<file path="src/rtl/eid_pkg.sv">
// Shared types for the external interrupt detector.
// Assumes channel kinds are fixed by channel index, as the interrupt
// controller decodes them.
package eid_pkg;

    typedef enum logic [1:0] {
        KIND_LVL_FALL = 2'd0,   // low level or falling edge
        KIND_SEL_EDGE = 2'd1,   // falling or rising edge, chosen by mode bit
        KIND_RISE     = 2'd2    // rising edge only
    } chan_kind_e;

    // Map a channel index to its trigger kind.
    function automatic chan_kind_e kind_of(input int unsigned ch);
        if (ch < 2)
            return KIND_LVL_FALL;
        else if (ch >= 4 && ch <= 6)
            return KIND_RISE;
        else
            return KIND_SEL_EDGE;
    endfunction

endpackage

</file>
<file path="src/rtl/eid_sync.sv">
// Multi-stage synchronizer, one independent chain per input bit.
// Assumes STAGES >= 2. Chains reset to 1; the sampler ignores its output
// until the chains have been refilled after reset.
module eid_sync #(
    parameter int unsigned W      = 10,
    parameter int unsigned STAGES = 2
) (
    input  logic         clk,
    input  logic         rst_n,
    input  logic [W-1:0] d_i,
    output logic [W-1:0] q_o
);

    for (genvar b = 0; b < W; b++) begin : g_bit
        logic [STAGES-1:0] chain_q;

        // Shift the asynchronous pin into the chain.
        always_ff @(posedge clk) begin
            if (!rst_n)
                chain_q <= '1;
            else
                chain_q <= {chain_q[STAGES-2:0], d_i[b]};
        end

        assign q_o[b] = chain_q[STAGES-1];
    end

endmodule

</file>
<file path="src/rtl/eid_sampler.sv">
// Takes one sample of each synchronized pin per machine cycle and reports
// edges between consecutive samples, qualified with the strobe.
// Assumes PRIME equals the synchronizer depth, so that no sample taken
// before the chains refill can form an edge.
module eid_sampler #(
    parameter int unsigned W     = 10,
    parameter int unsigned PRIME = 2
) (
    input  logic         clk,
    input  logic         rst_n,
    input  logic         strobe_i,
    input  logic [W-1:0] samp_i,
    output logic [W-1:0] rise_o,
    output logic [W-1:0] fall_o
);

    localparam int unsigned CW = $clog2(PRIME + 1);

    logic [CW-1:0] fill_q;
    logic          primed;
    logic          valid_q;
    logic [W-1:0]  prev_q;

    assign primed = (fill_q == CW'(PRIME));

    // Count clocks since reset until the synchronizer holds real pin values.
    always_ff @(posedge clk) begin
        if (!rst_n)
            fill_q <= '0;
        else if (!primed)
            fill_q <= fill_q + 1'b1;
    end

    // Keep the previous machine-cycle sample and whether it is trustworthy.
    always_ff @(posedge clk) begin
        if (!rst_n) begin
            prev_q  <= '1;
            valid_q <= 1'b0;
        end else if (strobe_i) begin
            prev_q  <= samp_i;
            valid_q <= primed;
        end
    end

    assign rise_o = {W{strobe_i & valid_q}} & ~prev_q &  samp_i;
    assign fall_o = {W{strobe_i & valid_q}} &  prev_q & ~samp_i;

endmodule

</file>
<file path="src/rtl/eid_flag.sv">
// One request flag. KIND selects how the mode bit is read.
// Priority: level-mode strobe update, then edge set, then software write,
// then acknowledge clear.
module eid_flag #(
    parameter eid_pkg::chan_kind_e KIND = eid_pkg::KIND_RISE
) (
    input  logic clk,
    input  logic rst_n,
    input  logic strobe_i,
    input  logic samp_i,
    input  logic rise_i,
    input  logic fall_i,
    input  logic mode_i,
    input  logic ack_i,
    input  logic we_i,
    input  logic wdata_i,
    output logic flag_o
);

    logic level_mode;
    logic hit;
    logic flag_d;

    // Decode the trigger condition for this channel kind.
    always_comb begin
        level_mode = 1'b0;
        hit        = 1'b0;
        case (KIND)
            eid_pkg::KIND_LVL_FALL: begin
                level_mode = ~mode_i;
                hit        = mode_i & fall_i;
            end
            eid_pkg::KIND_SEL_EDGE: hit = mode_i ? rise_i : fall_i;
            default:                hit = rise_i;
        endcase
    end

    // Resolve the next flag value by priority.
    always_comb begin
        if (level_mode && strobe_i)
            flag_d = ~samp_i;
        else if (hit)
            flag_d = 1'b1;
        else if (we_i)
            flag_d = wdata_i;
        else if (ack_i)
            flag_d = 1'b0;
        else
            flag_d = flag_o;
    end

    // Hold the flag.
    always_ff @(posedge clk) begin
        if (!rst_n)
            flag_o <= 1'b0;
        else
            flag_o <= flag_d;
    end

endmodule

</file>
<file path="src/rtl/ext_irq_detect.sv">
// External interrupt request detector: synchronizes the pins, samples once
// per machine cycle and keeps one request flag per channel. The channel
// kind comes from eid_pkg::kind_of. Assumes mc_strobe_i is a single-cycle
// pulse per machine cycle.
module ext_irq_detect #(
    parameter int unsigned NCH         = 10,
    parameter int unsigned SYNC_STAGES = 2
) (
    input  logic           clk,
    input  logic           rst_n,
    input  logic           mc_strobe_i,
    input  logic [NCH-1:0] pin_i,
    input  logic [NCH-1:0] mode_i,
    input  logic [NCH-1:0] ack_i,
    input  logic [NCH-1:0] sw_we_i,
    input  logic [NCH-1:0] sw_wdata_i,
    output logic [NCH-1:0] flag_o
);

    logic [NCH-1:0] pin_sync;
    logic [NCH-1:0] rise;
    logic [NCH-1:0] fall;

    eid_sync #(.W(NCH), .STAGES(SYNC_STAGES)) u_sync (
        .clk   (clk),
        .rst_n (rst_n),
        .d_i   (pin_i),
        .q_o   (pin_sync)
    );

    eid_sampler #(.W(NCH), .PRIME(SYNC_STAGES)) u_sampler (
        .clk      (clk),
        .rst_n    (rst_n),
        .strobe_i (mc_strobe_i),
        .samp_i   (pin_sync),
        .rise_o   (rise),
        .fall_o   (fall)
    );

    for (genvar i = 0; i < NCH; i++) begin : g_chan
        localparam eid_pkg::chan_kind_e K = eid_pkg::kind_of(i);

        eid_flag #(.KIND(K)) u_flag (
            .clk      (clk),
            .rst_n    (rst_n),
            .strobe_i (mc_strobe_i),
            .samp_i   (pin_sync[i]),
            .rise_i   (rise[i]),
            .fall_i   (fall[i]),
            .mode_i   (mode_i[i]),
            .ack_i    (ack_i[i]),
            .we_i     (sw_we_i[i]),
            .wdata_i  (sw_wdata_i[i]),
            .flag_o   (flag_o[i])
        );
    end

endmodule

</file>
<file path="config.mk">
export PLATFORM = sky130hd
export DESIGN_NAME = ext_irq_detect
export DESIGN_NICKNAME = d
export VERILOG_FILES = /design/src/rtl/eid_pkg.sv /design/src/rtl/eid_sync.sv /design/src/rtl/eid_sampler.sv /design/src/rtl/eid_flag.sv /design/src/rtl/ext_irq_detect.sv
export SDC_FILE = /design/constraint.sdc
export NUM_CORES = 1
export LEC_CHECK = 0
export BUFFER_PORTS_ARGS = -buffer_cell sky130_fd_sc_hd__buf_4
export CAP_MARGIN = 5
export CORE_UTILIZATION = 25
export CTS_CLUSTER_SIZE = 40
export DETAILED_ROUTE_END_ITERATION = 8
export MAX_ROUTING_LAYER = met4
export PLACE_DENSITY_LB_ADDON = 0.12
export SLEW_MARGIN = 10
export SYNTH_ARGS = -nofsm -noshare
export SYNTH_HDL_FRONTEND = slang
export SYNTH_HIERARCHICAL = 1
export SYNTH_SLANG_ARGS = --single-unit
</file>
<file path="constraint.sdc">
create_clock -name clk -period 1.1 [get_ports clk]
set_clock_uncertainty 0.2 [all_clocks]
set_input_delay 0 -clock clk [delete_from_list [all_inputs] [get_ports clk]]
set_output_delay 0 -clock clk [all_outputs]
set_load 0.05 [all_outputs]
</file>
* Word level (Yosys, flattened, before mapping)
Cells that the tools add are included.
** Word-level totals
- Register bits :: 43
- Latch bits :: 0
- Bits in writable memories :: 0
- Memory bits (read-only) :: 0
- Bits of input ports :: 53
- Output and inout bits :: 10
- Logic and storage cells :: 87
- Memories kept :: 0
** Cells by class
- $add $sub $neg :: 1
- Multiply operators :: 0
- Divide/modulo/power cells :: 0
- $lt $le $gt $ge :: 0
- Eq/ne operators :: 1
- Shift-type cells :: 0
- Multiplexer cells :: 37
- Bitwise gates (word level) :: 13
- Reductions and logical operators :: 12
** Operators with widths (number)
- $and A10 B10 Y10 :: 4
- $mux W1 :: 37
- $reduce_bool A3 Y1 :: 8
- $not A10 Y10 :: 2
- $reduce_bool A4 Y1 :: 2
- $not A1 Y1 :: 4
- $and A1 B1 Y1 :: 3
- $add A2 B1 Y2 const B :: 1
- $eq A2 B2 Y1 const B :: 1
- $logic_and A1 B1 Y1 :: 2

* Logic depth before layout (Yosys ltp)
Gate-level depths: netlist (run 1).
- Depth in word-level cells :: 6
- Gate-level depth with buffers :: 6
- Mapped depth without buffers :: 5

* By module
Netlist (run 1), hierarchy kept.
** Modules (own cells, without submodules)
- eid_sampler :: times used 1, cells an instance 67, area each 757.0 µm², sequential area each 260.2 µm²
- eid_sync :: times used 1, cells an instance 52, area each 615.6 µm², sequential area each 400.4 µm²
- eid_flag at g_chan[2].u_flag ... :: times used 5, cells an instance 6, area each 52.6 µm², sequential area each 20.0 µm²
- eid_flag at g_chan[0].u_flag ... :: times used 2, cells an instance 7, area each 66.3 µm², sequential area each 20.0 µm²
- eid_flag at g_chan[4].u_flag ... :: times used 3, cells an instance 4, area each 41.3 µm², sequential area each 20.0 µm²

* Worst setup path before layout (run 1)
OpenSTA, ideal clock, no wires.
- Kind :: reg-to-reg
- Start :: register, netlist name g_chan[0].u_flag/flag_o
- End :: register g_chan[0].u_flag.flag_o
- Library setup time :: 0.058 ns
- Arrival time :: 1.273 ns
- Data required time :: 0.842 ns
- Path slack :: -0.431 ns
- Stages on the path, launching flop included :: 4
- Path buffers :: 0
- Clock period less this slack :: 1.531 ns
- Path through :: dfxtp_1 or3b_1 a22oi_2 o211a_1
** RTL lines
- to (signal assigned) :: RTL line eid_flag.sv:57 : flag_o <= flag_d;
- to (decl) :: RTL line eid_flag.sv:17 : output logic flag_o

* Final worst setup path (run 1)
- Start :: input port sw_we_i[1]
- End :: register g_chan[1].u_flag.flag_o
** Between the ends
- Word-level cells in the longest chain between the ends :: 3
- Elaborated cells on any way between the ends :: 4
- Those cells by class :: mux (3); reduce/logical (1)
** Ends and longest elaborated chain
- from (decl) :: RTL line ext_irq_detect.sv:15 : input logic [NCH-1:0] sw_we_i,
- $mux W1 :: RTL line eid_flag.sv:44 : else if (we_i)
- $mux W1 :: RTL line eid_flag.sv:42 : else if (hit)
- $mux W1 :: RTL line eid_flag.sv:40 : if (level_mode && strobe_i)
- to (signal assigned) :: RTL line eid_flag.sv:57
- to (decl) :: RTL line eid_flag.sv:17
Several ways; a longest one is shown, not always the timed one.
A chain may end at the register's enable or synchronous reset.

==> impl_metrics.json, run 1 <==
{
  "drt_iter0_markers": 53,
  "cts.sinks": 43,
  "vias": 1377,
  "power_frac_comb_pct": 20.0,
  "synth_warnings": 6,
  "cts-root-buf": "clkbuf_8",
  "hold_viol_final": 10,
  "htree_levels": 2,
  "slew_headroom_pct": 87.1,
  "finalPower_mw": 3.38,
  "dpl.cell_count": 314,
  "slew_violations": 0,
  "clock_path_buffers": 2,
  "seq_power_share_pct": 50.9,
  "clk_latency_ps": 290,
  "dp_hpwl_um": 2370,
  "worstPathCellList": "buf_4, dlygate4sd3_1, or3b_4, a22oi_2, o211a_1",
  "final_cells": 347,
  "final_cell_mix": "62 x buf_4, 30 x dfxtp_1, 25 x dlygate4sd3_1, 20 x nand2b_1",
  "worst_pin_slew_ps": 192,
  "rsz0062_at_grt": "yes",
  "fin_crit_sh_pct": 120,
  "wl_per_cell_um": 10.3,
  "status": "finished, violations left",
  "whs_ps": -246,
  "die_h_um": 87.5,
  "fmax_mhz": 755,
  "multi_input_area_um2": 836,
  "gr-total-overflow": 0,
  "top_layer_used": "met4",
  "tritoncts": "built",
  "io_pins": 63,
  "setup_ws_ps": -225,
  "ir_drop_mv": 0.620,
  "hp-class": "primary input to flip-flop",
  "port_buffers": 59,
  "syn-num-nets": 224,
  "cpMaxStageDelayCell": "dlygate4sd3_1",
  "antenna_found_initial": 0,
  "internal-power_mw": 2.50,
  "clkPwrFrac_pct": 29.1,
  "ant_nets": 0,
  "switching_share_pct": 25.9,
  "drive_gt1_share_pct": 42.6,
  "arrival_ps": 1360,
  "worst_path_largest_cell_delay_ps": 560,
  "register_area_um2": 902,
  "coreArea_mm2": 0.00694,
  "path_delay_family": "buffers and inverters",
  "track_usage_pct": 9.89,
  "die_x_um": 87.5,
  "syn_inst": 170,
  "cts_buffers": 5,
  "cap_violations": 0,
  "setup-violations-final": 12,
  "fillCellCount": 706,
  "drt-pass1-iter-count": 4,
  "worstPathRequired_ps": 1130,
  "wl_met1_um": 1810,
  "die_area_mm2": 0.00766,
  "wirelength_um": 3560,
  "leakage_nw": 1.15,
  "path_buf_inv": 2,
  "avgViaCountPerCell": 3.97,
  "postCtsSetupRepairBufs": 0,
  "period_needed_ps": 1330,
  "criticalPathCategory": "primary input to flip-flop",
  "rows": 30,
  "power.switching_uw": 877,
  "dr_wl_met3_um": 207,
  "grt_pass1_wl_um": 5600,
  "start_util_pct": 26.3,
  "antenna_cells": 0,
  "cp-end-kind": "flip-flop",
  "dr_wl_met2_um": 1490,
  "path_clk_slew_ps": 80,
  "violations": "negative hold slack, negative setup slack",
  "cp-start-kind": "primary input",
  "p_per_area_mw_per_mm2": 1240,
  "finalWeightedCongestion": 0.675,
  "final_common_cell": "buf_4",
  "tns_ps": -1280,
  "grt_pass1_vias": 1248,
  "crit_path_max_fanout": 2,
  "grt_max_degree": 44,
  "area_growth_pct": 48.8,
  "avgSynthCellArea_um2": 10.8,
  "nNetsFinal": 304,
  "drc_errors": 0,
  "syn_area_mm2": 0.00183
}
worst paths after layout:
| kind | from | end | slack, ps | cells after the start |
|---|---|---|---|---|
| max | sw_we_i[1] | g_chan[1].u_flag/flag_o | -230 | 5 |
| max reg2reg | g_chan[1].u_flag/flag_o | g_chan[1].u_flag/flag_o | -150 | 3 |
| min | ack_i[4] | g_chan[4].u_flag/flag_o | -250 | 3 |
| min reg2reg | u_sync/g_bit[1].chain_q[0] | u_sync/g_bit[1].chain_q[1] | 210 | 1 |
tightest hold or removal path, delay by kind of cell:
family                 cells  cell delay (ps)
buffers and inverters      1               70
AO/OA/AOI/OAI              1               50
AND/OR/NAND/NOR            1               90
cell type report:
cell class                 count  share of cell area (%)
clock buffer                   5                    2.53
inverter                       6                   0.827
multi-input combinational    105                    30.7
timing repair buffer          89                    27.8
sequential                    43                    33.1
clock inverter                 3                   0.643
tap                           96                    4.41
power groups by stage:
stage	clock network [mW]	registers [mW]	logic (mW)
after floorplan	0	1.79	0.286
after global placement	0	1.74	0.577
after detailed placement	0	1.74	0.580
after CTS	1.05	1.72	0.668
after global routing	1.12	1.73	0.752
final	0.983	1.72	0.678
per-layer routing:
layer,vias up,GRT usage [%]
li1,728,-
met1,601,11.9
met2,41,15.0
met3,7,3.02
met4,0,4.92
met5,-,-
stage by stage:
step | instance area (µm²) | worst slack [ps] | hold slack [ps] | utilization, %
floorplan | 1870 | -218 | -100 | -
global placement | 2370 | -126 | -13.2 | 34.1
detailed placement | 2370 | -163 | -13.5 | 34.1
CTS | 2680 | -162 | -256 | 38.6
global route | 2720 | -257 | -252 | 39.2
finish | 2720 | -225 | -246 | 39.2
state kept, by name, indices dropped and copies added (netlist names):
register,count
g_chan.u_flag/flag_o,10
u_sampler/fill_q,2
u_sampler/prev_q,10
u_sampler/valid_q,1
u_sync/g_bit.chain_q,20
what timing repair did:
item | CTS | global route
pin swaps | 4 | 3
resized for setup | 6 | 0
hold endpoints to repair | 43 | 10
hold buffers | 21 | 4
endpoints found under the setup margin | 12 | 12
(Power assumes the default switching activity.)
==> inputs of run 2 (changes only) <==
--- a/config.mk
+++ b/config.mk
@@ -5,15 +5,13 @@
 export SDC_FILE = /design/constraint.sdc
 export NUM_CORES = 1
 export LEC_CHECK = 0
-export BUFFER_PORTS_ARGS = -buffer_cell sky130_fd_sc_hd__buf_4
+export BUFFER_PORTS_ARGS = -buffer_cell sky130_fd_sc_hd__buf_2
 export CAP_MARGIN = 5
 export CORE_UTILIZATION = 25
 export CTS_CLUSTER_SIZE = 40
 export DETAILED_ROUTE_END_ITERATION = 8
 export MAX_ROUTING_LAYER = met4
 export PLACE_DENSITY_LB_ADDON = 0.12
-export SLEW_MARGIN = 10
 export SYNTH_ARGS = -nofsm -noshare
 export SYNTH_HDL_FRONTEND = slang
-export SYNTH_HIERARCHICAL = 1
 export SYNTH_SLANG_ARGS = --single-unit
==> run 2 against run 1 <==
The flow still finishes with violations (negative hold slack, negative setup slack). Cell count down 0.29%. Setup slack gained 150 ps. Wire length rose by 2.5%. First-iteration DRC count increased by 25%. Power rose by 2.0%. Synthesized cell count down 1.2%. Combinational power decreased by 3.1%. Worst hold slack improved by 140 ps.
==> impl_metrics.json, run 2 <==
{
  "hold_viol_final": 39,
  "antenna_cells": 0,
  "postCtsSetupRepairBufs": 0,
  "synth_seq_cells": 43,
  "tritoncts": "built",
  "track_usage_pct": 11.5,
  "avgViaCountPerCell": 4.19,
  "vias": 1450,
  "period_needed_ps": 1180,
  "r2r_setup_slack_ps": -80,
  "grt_pass1_wl_um": 6060,
  "power.switching_uw": 896,
  "syn-num-nets": 222,
  "netlist.area_leader.share_pct": 52.5,
  "arrival_ps": 1220,
  "final_common_cell": "buf_2",
  "finalWeightedCongestion": 0.665,
  "cts-root-buf": "clkbuf_8",
  "fillCellCount": 638,
  "nNetsFinal": 322,
  "ir_drop_mv": 0.654,
  "power_frac_comb_pct": 19.1,
  "dp_hpwl_um": 2300,
  "cap_violations": 0,
  "finalPower_mw": 3.45,
  "largest-register": "u_sync.g_bit.chain_q",
  "syn_inst": 168,
  "synthArstFlopShare_pct": 0,
  "gr-total-overflow": 0,
  "internal-power_mw": 2.55,
  "setup-violations-final": 3,
  "cts.sinks": 43,
  "avgSynthCellArea_um2": 9.76,
  "synth_most_common_cell": "dfxtp_1",
  "worstPathCellList": "or3b_4, a21oi_2, o21a_1",
  "hp-class": "primary input to flip-flop",
  "cp.depth": 3,
  "start_util_pct": 25.8,
  "seq_power_share_pct": 50.2,
  "holdPathStages": 3,
  "r2r_cells": 3,
  "htree_levels": 2,
  "die_x_um": 83.0,
  "yosysSeqAreaShare_pct": 52.5,
  "synth_top_family_by_area": "simple AND/OR/NAND/NOR gates",
  "multi_input_area_um2": 712,
  "syn_area_mm2": 0.00164,
  "synth_xor_area_share_pct": 0.534,
  "status": "finished, violations left",
  "fmax_mhz": 850,
  "top_regs": "u_sync.g_bit.chain_q: 20 flops, g_chan.u_flag.flag_o: 10 flops, u_sampler.prev_q: 10 flops",
  "drive_gt1_share_pct": 34.9,
  "die_area_mm2": 0.00688,
  "synthMuxAreaShare_pct": 5.50,
  "synth-edff-count": 0,
  "cts_buffers": 5,
  "io_pins": 63,
  "fin_util_pct": 40.9,
  "antenna_found_initial": 0,
  "path_delay_family": "simple AND/OR/NAND/NOR gates",
  "drc_errors": 0,
  "slew_headroom_pct": 75.0,
  "path_clk_slew_ps": 80,
  "coreArea_mm2": 0.00635,
  "clk_latency_ps": 290,
  "worst_pin_slew_ps": 375,
  "synthTopCellsByArea": "dfxtp_1 53%, nand2b_1 8.4%, a21oi_1 6.4%, mux2i_1 5.5%, buf_4 5.5%",
  "path_buf_inv": 0,
  "port_buffers": 59,
  "drt_iter0_markers": 66,
  "clkPwrFrac_pct": 30.7,
  "register_area_um2": 870,
  "yosys.area.top_type": "dfxtp_1",
  "worstPathRequired_ps": 1140,
  "wl_per_cell_um": 10.5,
  "final_cell_mix": "50 x buf_2, 42 x dlygate4sd3_1, 36 x dfxtp_1, 22 x nand2b_1, 15 x a21oi_1",
  "grt_max_degree": 19,
  "rows": 29,
  "drt-pass1-iter-count": 4,
  "grt_pass1_vias": 1375,
  "wirelength_um": 3650,
  "crit_path_max_fanout": 2,
  "largest_reg_flops": 20,
  "leakage_nw": 1.12,
  "rsz0062_at_grt": "yes",
  "slew_violations": 0,
  "setup_ws_ps": -76.3,
  "clock_path_buffers": 2,
  "synth_cell_type_count": 21,
  "area_growth_pct": 58.3,
  "fin_crit_sh_pct": 107,
  "cp-start-kind": "flip-flop",
  "cpMaxStageDelayCell": "or3b_4",
  "ant_nets": 0,
  "worst_path_largest_cell_delay_ps": 370,
  "yosys.area_share.simple_pct": 23.7,
  "die_h_um": 83.0,
  "synth_fa_ha_area_share_pct": 0.763,
  "synthTopCellsByCount": "43 x dfxtp_1, 22 x nand2b_1, 21 x a21oi_1, 14 x nand2_1, 12 x buf_4",
  "p_per_area_mw_per_mm2": 1330,
  "synth-compound-area-share_pct": 9.85,
  "synth_warnings": 0,
  "criticalPathCategory": "flip-flop to flip-flop",
  "violations": "negative hold slack, negative setup slack",
  "pre_cts_slack_ps": -59.1,
  "whs_ps": -106,
  "cp-end-kind": "flip-flop",
  "synthFlopType": "dfxtp_1",
  "switching_share_pct": 26.0
}
## run 2: metrics by stage
step	cell area [µm²]	std cells	hold WS, ps	TNS (ps)
global placement	2000	296	-18.0	-93.9
detailed placement	2000	296	-16.6	-383
floorplan	1640	168	-127	-17.1
finish	2590	346	-106	-170
global route	2590	346	-94.0	-374
CTS	2540	345	-107	-177
## run 2: final cells by class
| class | count | share of cell area [%] |
|---|---|---|
| Inverter | 2 | 0.289 |
| Sequential cell | 43 | 33.5 |
| Timing Repair Buffer | 109 | 31.2 |
| Multi-Input combinational cell | 107 | 27.4 |
| Clock buffer | 6 | 3.18 |
| Clock inverter | 2 | 0.627 |
| Tap cell | 77 | 3.71 |
## run 2: path summary, 6_finish.rpt
check	start	to
worst max-delay path	g_chan[0].u_flag.flag_o	g_chan[0].u_flag.flag_o
worst min-delay path	rst_n	g_chan[3].u_flag.flag_o
worst max register to register	g_chan[0].u_flag.flag_o	g_chan[0].u_flag.flag_o
worst min register to register	u_sync.g_bit[4].chain_q[0]	u_sync.g_bit[4].chain_q[1]
## run 2: repair_timing
action                                  CTS  global route
hold endpoints to repair                 40            37
hold buffers                             41             1
resized for setup                         9            20
endpoints found under the setup margin   12            20
## run 2: cell families (layout without fill, tap and decap cells)
kind of cell | Yosys count | count (layout)
flip-flops | 43 | 43
adder cells (fa/ha/maj) | 1 | 1
multiplexers | 9 | 9
XOR/XNOR | 1 | 1
buffers and inverters | 18 | 119
AND/OR/NAND/NOR | 66 | 66
AO/OA/AOI/OAI | 30 | 30
## run 2: worst register-to-register path: stages (launching register included)
cell and delay [ps]:
dfxtp_2 320, or3b_4 370, a21oi_2 130, o21a_1 110
## run 2: power by group through the flow
stage / combinational [mW] / sequential [mW] / clock [mW]
after floorplan: 0.327 / 1.74 / 0
after global placement: 0.481 / 1.75 / 0
after detailed placement: 0.489 / 1.75 / 0
after CTS: 0.646 / 1.73 / 1.11
after global routing: 0.731 / 1.75 / 1.19
final: 0.657 / 1.73 / 1.06
## run 2: metal layers
layer	part of all wire, %	track usage, %	up-vias
li1	-	-	756
met1	49	13.1	643
met2	44	18.3	41
met3	3.9	3.38	10
met4	2.7	6.11	0
met5	0	-	-
